## src/rtl/gmsk_det_pkg.sv

```systemverilog
package gmsk_det_pkg;

  // Angle resolution: 256 counts per full turn.
  localparam int ANGLE_W = 8;
  // Ratio resolution inside one octant: 2**RATIO_W steps.
  localparam int RATIO_W = 4;

  typedef enum logic [1:0] {
    ST_IDLE  = 2'd0,
    ST_TRAIN = 2'd1,
    ST_TRACK = 2'd2
  } detStateT;

  // Strobes from control to datapath.
  typedef struct packed {
    logic clear;     // restart of a burst
    logic capture;   // load the phase reference
    logic diffLoad;  // register a new phase difference
    logic emit;      // decode the registered difference
    logic accum;     // add the difference into the training sum
    logic lock;      // freeze the frequency estimate
    logic useEst;    // subtract the frozen estimate
  } detStrobeT;

  localparam logic [1:0] CODE_HOLD = 2'b00;
  localparam logic [1:0] CODE_UP   = 2'b01;
  localparam logic [1:0] CODE_DOWN = 2'b10;

  // Angle in counts of atan(k/16), k = 0..16, for 256 counts per turn.
  function automatic logic [ANGLE_W-3:0] octantAngle(input logic [RATIO_W:0] k);
    logic [ANGLE_W-3:0] a;
    case (k)
      5'd0:  a = 6'd0;
      5'd1:  a = 6'd3;
      5'd2:  a = 6'd5;
      5'd3:  a = 6'd8;
      5'd4:  a = 6'd10;
      5'd5:  a = 6'd12;
      5'd6:  a = 6'd15;
      5'd7:  a = 6'd17;
      5'd8:  a = 6'd19;
      5'd9:  a = 6'd21;
      5'd10: a = 6'd23;
      5'd11: a = 6'd25;
      5'd12: a = 6'd26;
      5'd13: a = 6'd28;
      5'd14: a = 6'd29;
      5'd15: a = 6'd31;
      default: a = 6'd32;
    endcase
    return a;
  endfunction

endpackage

```

## src/rtl/gmsk_phase_angle.sv

```systemverilog
module gmsk_phase_angle
  import gmsk_det_pkg::*;
#(
  parameter int MAG_W = 5
) (
  input  logic [MAG_W:0]       inI,
  input  logic [MAG_W:0]       inQ,
  output logic [ANGLE_W-1:0]   angle
);

  localparam int NUM_W = MAG_W + RATIO_W;
  localparam logic [ANGLE_W-1:0] QUARTER = ANGLE_W'(1 << (ANGLE_W - 2));
  localparam logic [ANGLE_W-1:0] HALF    = ANGLE_W'(1 << (ANGLE_W - 1));

  logic [MAG_W-1:0]   magI, magQ, bigMag, smallMag;
  logic               negI, negQ, steep;
  logic [NUM_W-1:0]   numer, denom;
  logic [RATIO_W:0]   ratioIdx;
  logic [ANGLE_W-3:0] octA;
  logic [ANGLE_W-1:0] quadA;

  always_comb begin
    magI     = inI[MAG_W-1:0];
    magQ     = inQ[MAG_W-1:0];
    negI     = inI[MAG_W];
    negQ     = inQ[MAG_W];
    steep    = magQ > magI;
    bigMag   = steep ? magQ : magI;
    smallMag = steep ? magI : magQ;
    numer    = {smallMag, {RATIO_W{1'b0}}};
    denom    = {{RATIO_W{1'b0}}, bigMag};
    if (bigMag == '0) ratioIdx = '0;
    else              ratioIdx = (RATIO_W+1)'(numer / denom);
    octA  = octantAngle(ratioIdx);
    quadA = steep ? (QUARTER - ANGLE_W'(octA)) : ANGLE_W'(octA);
    case ({negI, negQ})
      2'b00:   angle = quadA;
      2'b10:   angle = HALF - quadA;
      2'b11:   angle = HALF + quadA;
      default: angle = ANGLE_W'(0) - quadA;
    endcase
  end

endmodule

```

## src/rtl/gmsk_det_ctrl.sv

```systemverilog
module gmsk_det_ctrl
  import gmsk_det_pkg::*;
#(
  parameter int TRAIN_LEN = 16
) (
  input  logic      clk,
  input  logic      rstN,
  input  logic      startDet,
  input  logic      sampleValid,
  output detStrobeT strb
);

  localparam int CNT_W = $clog2(TRAIN_LEN) + 1;

  detStateT         state;
  logic             havePrev;
  logic             diffPending;
  logic [CNT_W-1:0] trainCnt;
  logic             active;

  always_comb begin
    active        = (state != ST_IDLE);
    strb.clear    = startDet;
    strb.capture  = sampleValid && (startDet || active);
    strb.diffLoad = sampleValid && active && havePrev && !startDet;
    strb.emit     = diffPending && !startDet;
    strb.accum    = strb.emit && (state == ST_TRAIN);
    strb.lock     = strb.accum && (trainCnt == CNT_W'(TRAIN_LEN - 1));
    strb.useEst   = (state == ST_TRACK);
  end

  always_ff @(posedge clk or negedge rstN) begin
    if (!rstN) begin
      state       <= ST_IDLE;
      havePrev    <= 1'b0;
      diffPending <= 1'b0;
      trainCnt    <= '0;
    end else begin
      diffPending <= strb.diffLoad;
      if (startDet) begin
        state    <= ST_TRAIN;
        havePrev <= sampleValid;
        trainCnt <= '0;
      end else begin
        if (strb.capture) havePrev <= 1'b1;
        if (strb.accum)   trainCnt <= trainCnt + 1'b1;
        if (strb.lock)    state    <= ST_TRACK;
      end
    end
  end


  idle_quiet_chk: assert property (@(posedge clk) disable iff (!rstN)
    (state == ST_IDLE) |-> !diffPending);


  train_bound_chk: assert property (@(posedge clk) disable iff (!rstN)
    (state == ST_TRAIN) |-> (trainCnt < CNT_W'(TRAIN_LEN)));


  lock_track_chk: assert property (@(posedge clk) disable iff (!rstN)
    strb.lock |=> (state == ST_TRACK));

endmodule

```

## src/rtl/gmsk_det_datapath.sv

```systemverilog
module gmsk_det_datapath
  import gmsk_det_pkg::*;
#(
  parameter int MAG_W     = 5,
  parameter int TRAIN_LEN = 16
) (
  input  logic               clk,
  input  logic               rstN,
  input  detStrobeT          strb,
  input  logic [MAG_W:0]     sampleI,
  input  logic [MAG_W:0]     sampleQ,
  input  logic [ANGLE_W-2:0] threshold,
  output logic               bitValid,
  output logic               bitOut,
  output logic [1:0]         transCode
);

  localparam int TRAIN_LOG = $clog2(TRAIN_LEN);
  localparam int SUM_W     = ANGLE_W + TRAIN_LOG;
  localparam logic signed [SUM_W-1:0] ROUND_ADD = SUM_W'(TRAIN_LEN / 2);

  logic [ANGLE_W-1:0]        phaseNow, prevPhase, diffReg, estSel;
  logic signed [ANGLE_W-1:0] estReg, corrNow, thrPos, thrNeg;
  logic signed [SUM_W-1:0]   accSum, sumNext, sumRound;
  logic [1:0]                codeNow;
  logic                      nextBit;

  gmsk_phase_angle #(.MAG_W(MAG_W)) phaseCalc (
    .inI   (sampleI),
    .inQ   (sampleQ),
    .angle (phaseNow)
  );

  always_comb begin
    sumNext  = accSum + {{(SUM_W-ANGLE_W){diffReg[ANGLE_W-1]}}, diffReg};
    sumRound = sumNext + ROUND_ADD;
    estSel   = strb.useEst ? estReg : '0;
    corrNow  = diffReg - estSel;
    thrPos   = {1'b0, threshold};
    thrNeg   = -thrPos;
    if (corrNow > thrPos)      codeNow = CODE_UP;
    else if (corrNow < thrNeg) codeNow = CODE_DOWN;
    else                       codeNow = CODE_HOLD;
    case (codeNow)
      CODE_UP:   nextBit = 1'b1;
      CODE_DOWN: nextBit = 1'b0;
      default:   nextBit = bitOut;
    endcase
  end

  always_ff @(posedge clk or negedge rstN) begin
    if (!rstN) begin
      prevPhase <= '0;
      diffReg   <= '0;
      accSum    <= '0;
      estReg    <= '0;
      bitOut    <= 1'b0;
      bitValid  <= 1'b0;
      transCode <= CODE_HOLD;
    end else begin
      if (strb.capture)  prevPhase <= phaseNow;
      if (strb.diffLoad) diffReg   <= phaseNow - prevPhase;
      bitValid <= strb.emit;
      if (strb.clear) begin
        accSum    <= '0;
        estReg    <= '0;
        bitOut    <= 1'b0;
        transCode <= CODE_HOLD;
      end else if (strb.emit) begin
        bitOut    <= nextBit;
        transCode <= codeNow;
        if (strb.accum) accSum <= sumNext;
        if (strb.lock)  estReg <= ANGLE_W'(sumRound >>> TRAIN_LOG);
      end
    end
  end


  hold_bit_chk: assert property (@(posedge clk) disable iff (!rstN)
    (strb.emit && (codeNow == CODE_HOLD)) |=> $stable(bitOut));


  up_sets_chk: assert property (@(posedge clk) disable iff (!rstN)
    (bitValid && (transCode == CODE_UP)) |-> bitOut);


  code_legal_chk: assert property (@(posedge clk) disable iff (!rstN)
    $onehot0(transCode));


  est_hold_chk: assert property (@(posedge clk) disable iff (!rstN)
    (strb.useEst && !strb.clear) |=> $stable(estReg));

endmodule

```

## src/rtl/gmsk_diff_detector.sv

```systemverilog
module gmsk_diff_detector
  import gmsk_det_pkg::*;
#(
  parameter int SAMPLE_W  = 6,
  parameter int TRAIN_LEN = 16
) (
  input  logic                clk,
  input  logic                rstN,
  input  logic                startDet,
  input  logic                sampleValid,
  input  logic [SAMPLE_W-1:0] sampleI,
  input  logic [SAMPLE_W-1:0] sampleQ,
  input  logic [ANGLE_W-2:0]  threshold,
  output logic                bitValid,
  output logic                bitOut,
  output logic [1:0]          transCode
);

  localparam int MAG_W = SAMPLE_W - 1;

  detStrobeT strb;

  gmsk_det_ctrl #(.TRAIN_LEN(TRAIN_LEN)) ctrl (
    .clk         (clk),
    .rstN        (rstN),
    .startDet    (startDet),
    .sampleValid (sampleValid),
    .strb        (strb)
  );

  gmsk_det_datapath #(.MAG_W(MAG_W), .TRAIN_LEN(TRAIN_LEN)) datapath (
    .clk       (clk),
    .rstN      (rstN),
    .strb      (strb),
    .sampleI   (sampleI),
    .sampleQ   (sampleQ),
    .threshold (threshold),
    .bitValid  (bitValid),
    .bitOut    (bitOut),
    .transCode (transCode)
  );

endmodule

```

## config.mk

```make
export PLATFORM = sky130hd
export DESIGN_NAME = gmsk_diff_detector
export DESIGN_NICKNAME = d
export VERILOG_FILES = /design/src/rtl/gmsk_det_pkg.sv /design/src/rtl/gmsk_phase_angle.sv /design/src/rtl/gmsk_det_ctrl.sv /design/src/rtl/gmsk_det_datapath.sv /design/src/rtl/gmsk_diff_detector.sv
export SDC_FILE = /design/constraint.sdc
export NUM_CORES = 1
export LEC_CHECK = 0
export ABC_AREA = 0
export ABC_CLOCK_PERIOD_IN_PS = 6000
export BUFFER_PORTS_ARGS = -buffer_cell sky130_fd_sc_hd__buf_2
export CAP_MARGIN = 20
export CORE_UTILIZATION = 34
export DETAILED_ROUTE_END_ITERATION = 8
export PLACE_DENSITY = 0.56
export SLEW_MARGIN = 20
export SYNTH_ARGS = -nofsm -noshare
export SYNTH_HDL_FRONTEND = slang
export SYNTH_SLANG_ARGS = --single-unit
export TNS_END_PERCENT = 50
```

## constraint.sdc

```tcl
create_clock -name clk -period 6 [get_ports clk]
set_input_delay 0.6 -clock clk [delete_from_list [all_inputs] [get_ports clk]]
set_output_delay 0.6 -clock clk [all_outputs]
set_load 0.03 [all_outputs]
```

==> impl_metrics.toml <==
[worst_setup_path]
setup.worst_path.end_class = "flip-flop"
critical_path_peak_fanout = 7
critical_path.max_stage_delay_ps = 430
worst_setup_path_start_kind = "input pin"
worst_path_most_repeated_cell = "ha_4"
reg2reg_slack_ps = 2540
critPathTopFamily = "compound AO/OA/AOI/OAI gates"
slowest_stage = "or4_4"
path_buf_inv = 12
critical_path_class = "in -> reg"
worst-endpoint-arrival_ps = 15030
timing.critical_path.required_ps = 6160

[global_routing]
maximum_number_of_pins_on_one_net_before_global_route_repair = 50
antenna_found_initial = 0
grt_pass1_wl_um = 32700
grt_pass1_vias = 6938
global_route.overflow_total = 0
grtUsageTotal_pct = 20.1

[clock_tree]
clk_latency_ps = 290
post_cts_hold_buffer_count = 0
clockRootBuffer = "clkbuf_16"
tritoncts_clock_tree = "done"
cts.sinks = 49
cts-buffers-inserted = 5
cts.reportedPaths.clkPinSlew_ps = 70
htreeDepth = 2
cts_buffer_depth = 2

[routing]
wire_per_inst_um = 14.3
drt_pre_antenna_iters = 4
drt.antenna.violating_nets = 0
drt_wl_total_um = 19800
drt-initial-drc-count = 253
drt-vias-per-instance = 5.05
drc_errors = 0
vias = 7020

[synthesis]
part_of_the_yosys_area_used_for_sequential_elements_pct = 18.5
post-synth-top-area-cell = "dfrtp_1"
synth-warning-count = 0
synth_area_per_cell_um2 = 7.82
number_of_different_library_cells_in_the_post_synthesis_netlist = 82
count_of_flip_flops_with_a_built_in_enable_after_synthesis = 0
ys_dominant_reg_cell = "dfrtp_1"
synth.cell_area_mm2 = 0.00663
synth.most_common_cell = "nand2_1"
yosys-top-cells-count = "102 x nand2_1, 88 x ha_1, 66 x a21oi_1, 62 x nor2_1, 60 x inv_1"
synth_async_sr_flop_share_pct = 100
syn-instance-count = 848
synth_top_area_share_pct = 18.5
synth_nets = 963
synth.area.top_cells = "dfrtp_1 18%, ha_1 17%, nand2_1 5.8%, xnor2_1 5.3%, a21oi_1 5.0%"
ys_seq_elements = 49

[sta]
report.final.hold_viol_count = 0
min_period_over_period_pct = 248
max_freq_mhz = 67.2
max_slew_vio_count = 0
slew_headroom_pct = 45.6
fin_worst_skew_ps = 4.37
postLayoutSetupSlackWorst_ps = -8870
layout_min_cycle_time_ps = 14870
rsz0062_at_grt = "true"
worst_margin_pin_slew_ps = 816
final.setup.tns_ps = -127270
setup_viol_count_final = 16

[placement]
dp_hpwl_um = 15600
place.gp.congestion = 0.945
detailedPlace.worstSlack_ps = -9540
numPortBuffers = 26
place_inst = 1346

[job]
timing.max_cap.violations = 0

[run_status]
violations = "setup timing"
run_status = "finished with violations"

[final_layout]
syn2layout_area_growth_pct = 51.2
design.final.nets = 1244
diodes_inserted = 0
finish.cell_count_without_fillers = 1390
finalCoreUtilization_pct = 53.1
fraction_of_layout_cells_with_a_size_suffix_above_1_pct = 40.2
fillers = 1820

[floorplan]
placementRows = 50
fp.dieW_um = 142
io_pins = 27
start_util_pct = 35.1
core_mm2 = 0.0189
floorplan.die.height_um = 142
fp.dieArea_mm2 = 0.0201

[min_path]
min_path_type = "in -> async"
==> final timing paths <==
kind | from | depth (start not counted) | to
min reg2reg | datapath.prevPhase[3] | 2 | datapath.prevPhase[3]
max | sampleQ[4] | 94 | datapath.diffReg[7]
min in group clk | datapath.prevPhase[3] | 2 | datapath.prevPhase[3]
max in group asynchronous | rstN | 2 | datapath.prevPhase[6]
min | rstN | 2 | datapath.bitValid
max reg2reg | ctrl.state[0] | 18 | datapath.transCode[1]
==> per-stage QoR <==
stage / hold WS, ps / instance area [um2]
2_1_floorplan: 304 / 7130
3_3_place_gp: 464 / 9210
3_5_place_dp: 471 / 9210
4_1_cts: 435 / 9820
5_1_grt: 465 / 10000
6_report: 402 / 10000
==> what timing repair did <==
item                                    in CTS  in global routing
pin swaps                                   31                 31
setup buffers                               30                  6
gates resized for setup                     46                 32
endpoints found under the setup margin      16                 16
==> logic make-up (layout without fill, tap and decap cells) <==
group           Yosys count  in the layout  synth area share (%)
fa+ha+maj                92             92                  17.8
compound gates          261            261                  27.4
buf+inv                  84            366                  5.26
xor+xnor                 53             53                  7.00
simple gates            294            294                  21.4
flops                    49             49                  18.5
mux                      15             15                  2.68
==> layout make-up <==
class                           instances  area (um2)  area share (%)
Sequential cell                        49        1230            12.2
Clock buffer                            6         129            1.28
Clock inverter                          2        15.0           0.150
Multi-Input combinational cell        715        5870            58.5
Inverter                               61         248            2.47
Timing Repair Buffer                  297        2220            22.1
Tap cell                              260         325            3.24
==> cells in the final DEF (no fill, tap or decap), drive strengths merged, types with 16 or more instances in the layout <==
master and count:
ha 88, xnor2 40, nand2 104, o21ai 55, dfrtp 49, a21o 20, o21a 16, inv 60
nand3 22, nor3 19, a21oi 71, nor2 63, buf 297
==> registers in the layout, indices dropped and copies added, names as in the netlist <==
| register | count |
|---|---|
| datapath.diffReg | 8 |
| datapath.bitOut | 1 |
| ctrl.state | 2 |
| datapath.prevPhase | 8 |
| ctrl.havePrev | 1 |
| datapath.transCode | 2 |
| ctrl.diffPending | 1 |
| datapath.accSum | 12 |
| datapath.bitValid | 1 |
| datapath.estReg | 8 |
| ctrl.trainCnt | 5 |
==> layer usage <==
metal	part of all wire [%]	global-route usage, %	vias up
met4	1.2	4.07	0
met1	46	24.8	3298
met5	0	0	-
li1	-	-	3641
met2	51	38.2	63
met3	1.7	1.08	18
Power is not shown: default switching activity piles up to over one toggle a cycle in this logic, so the estimate is an artifact.
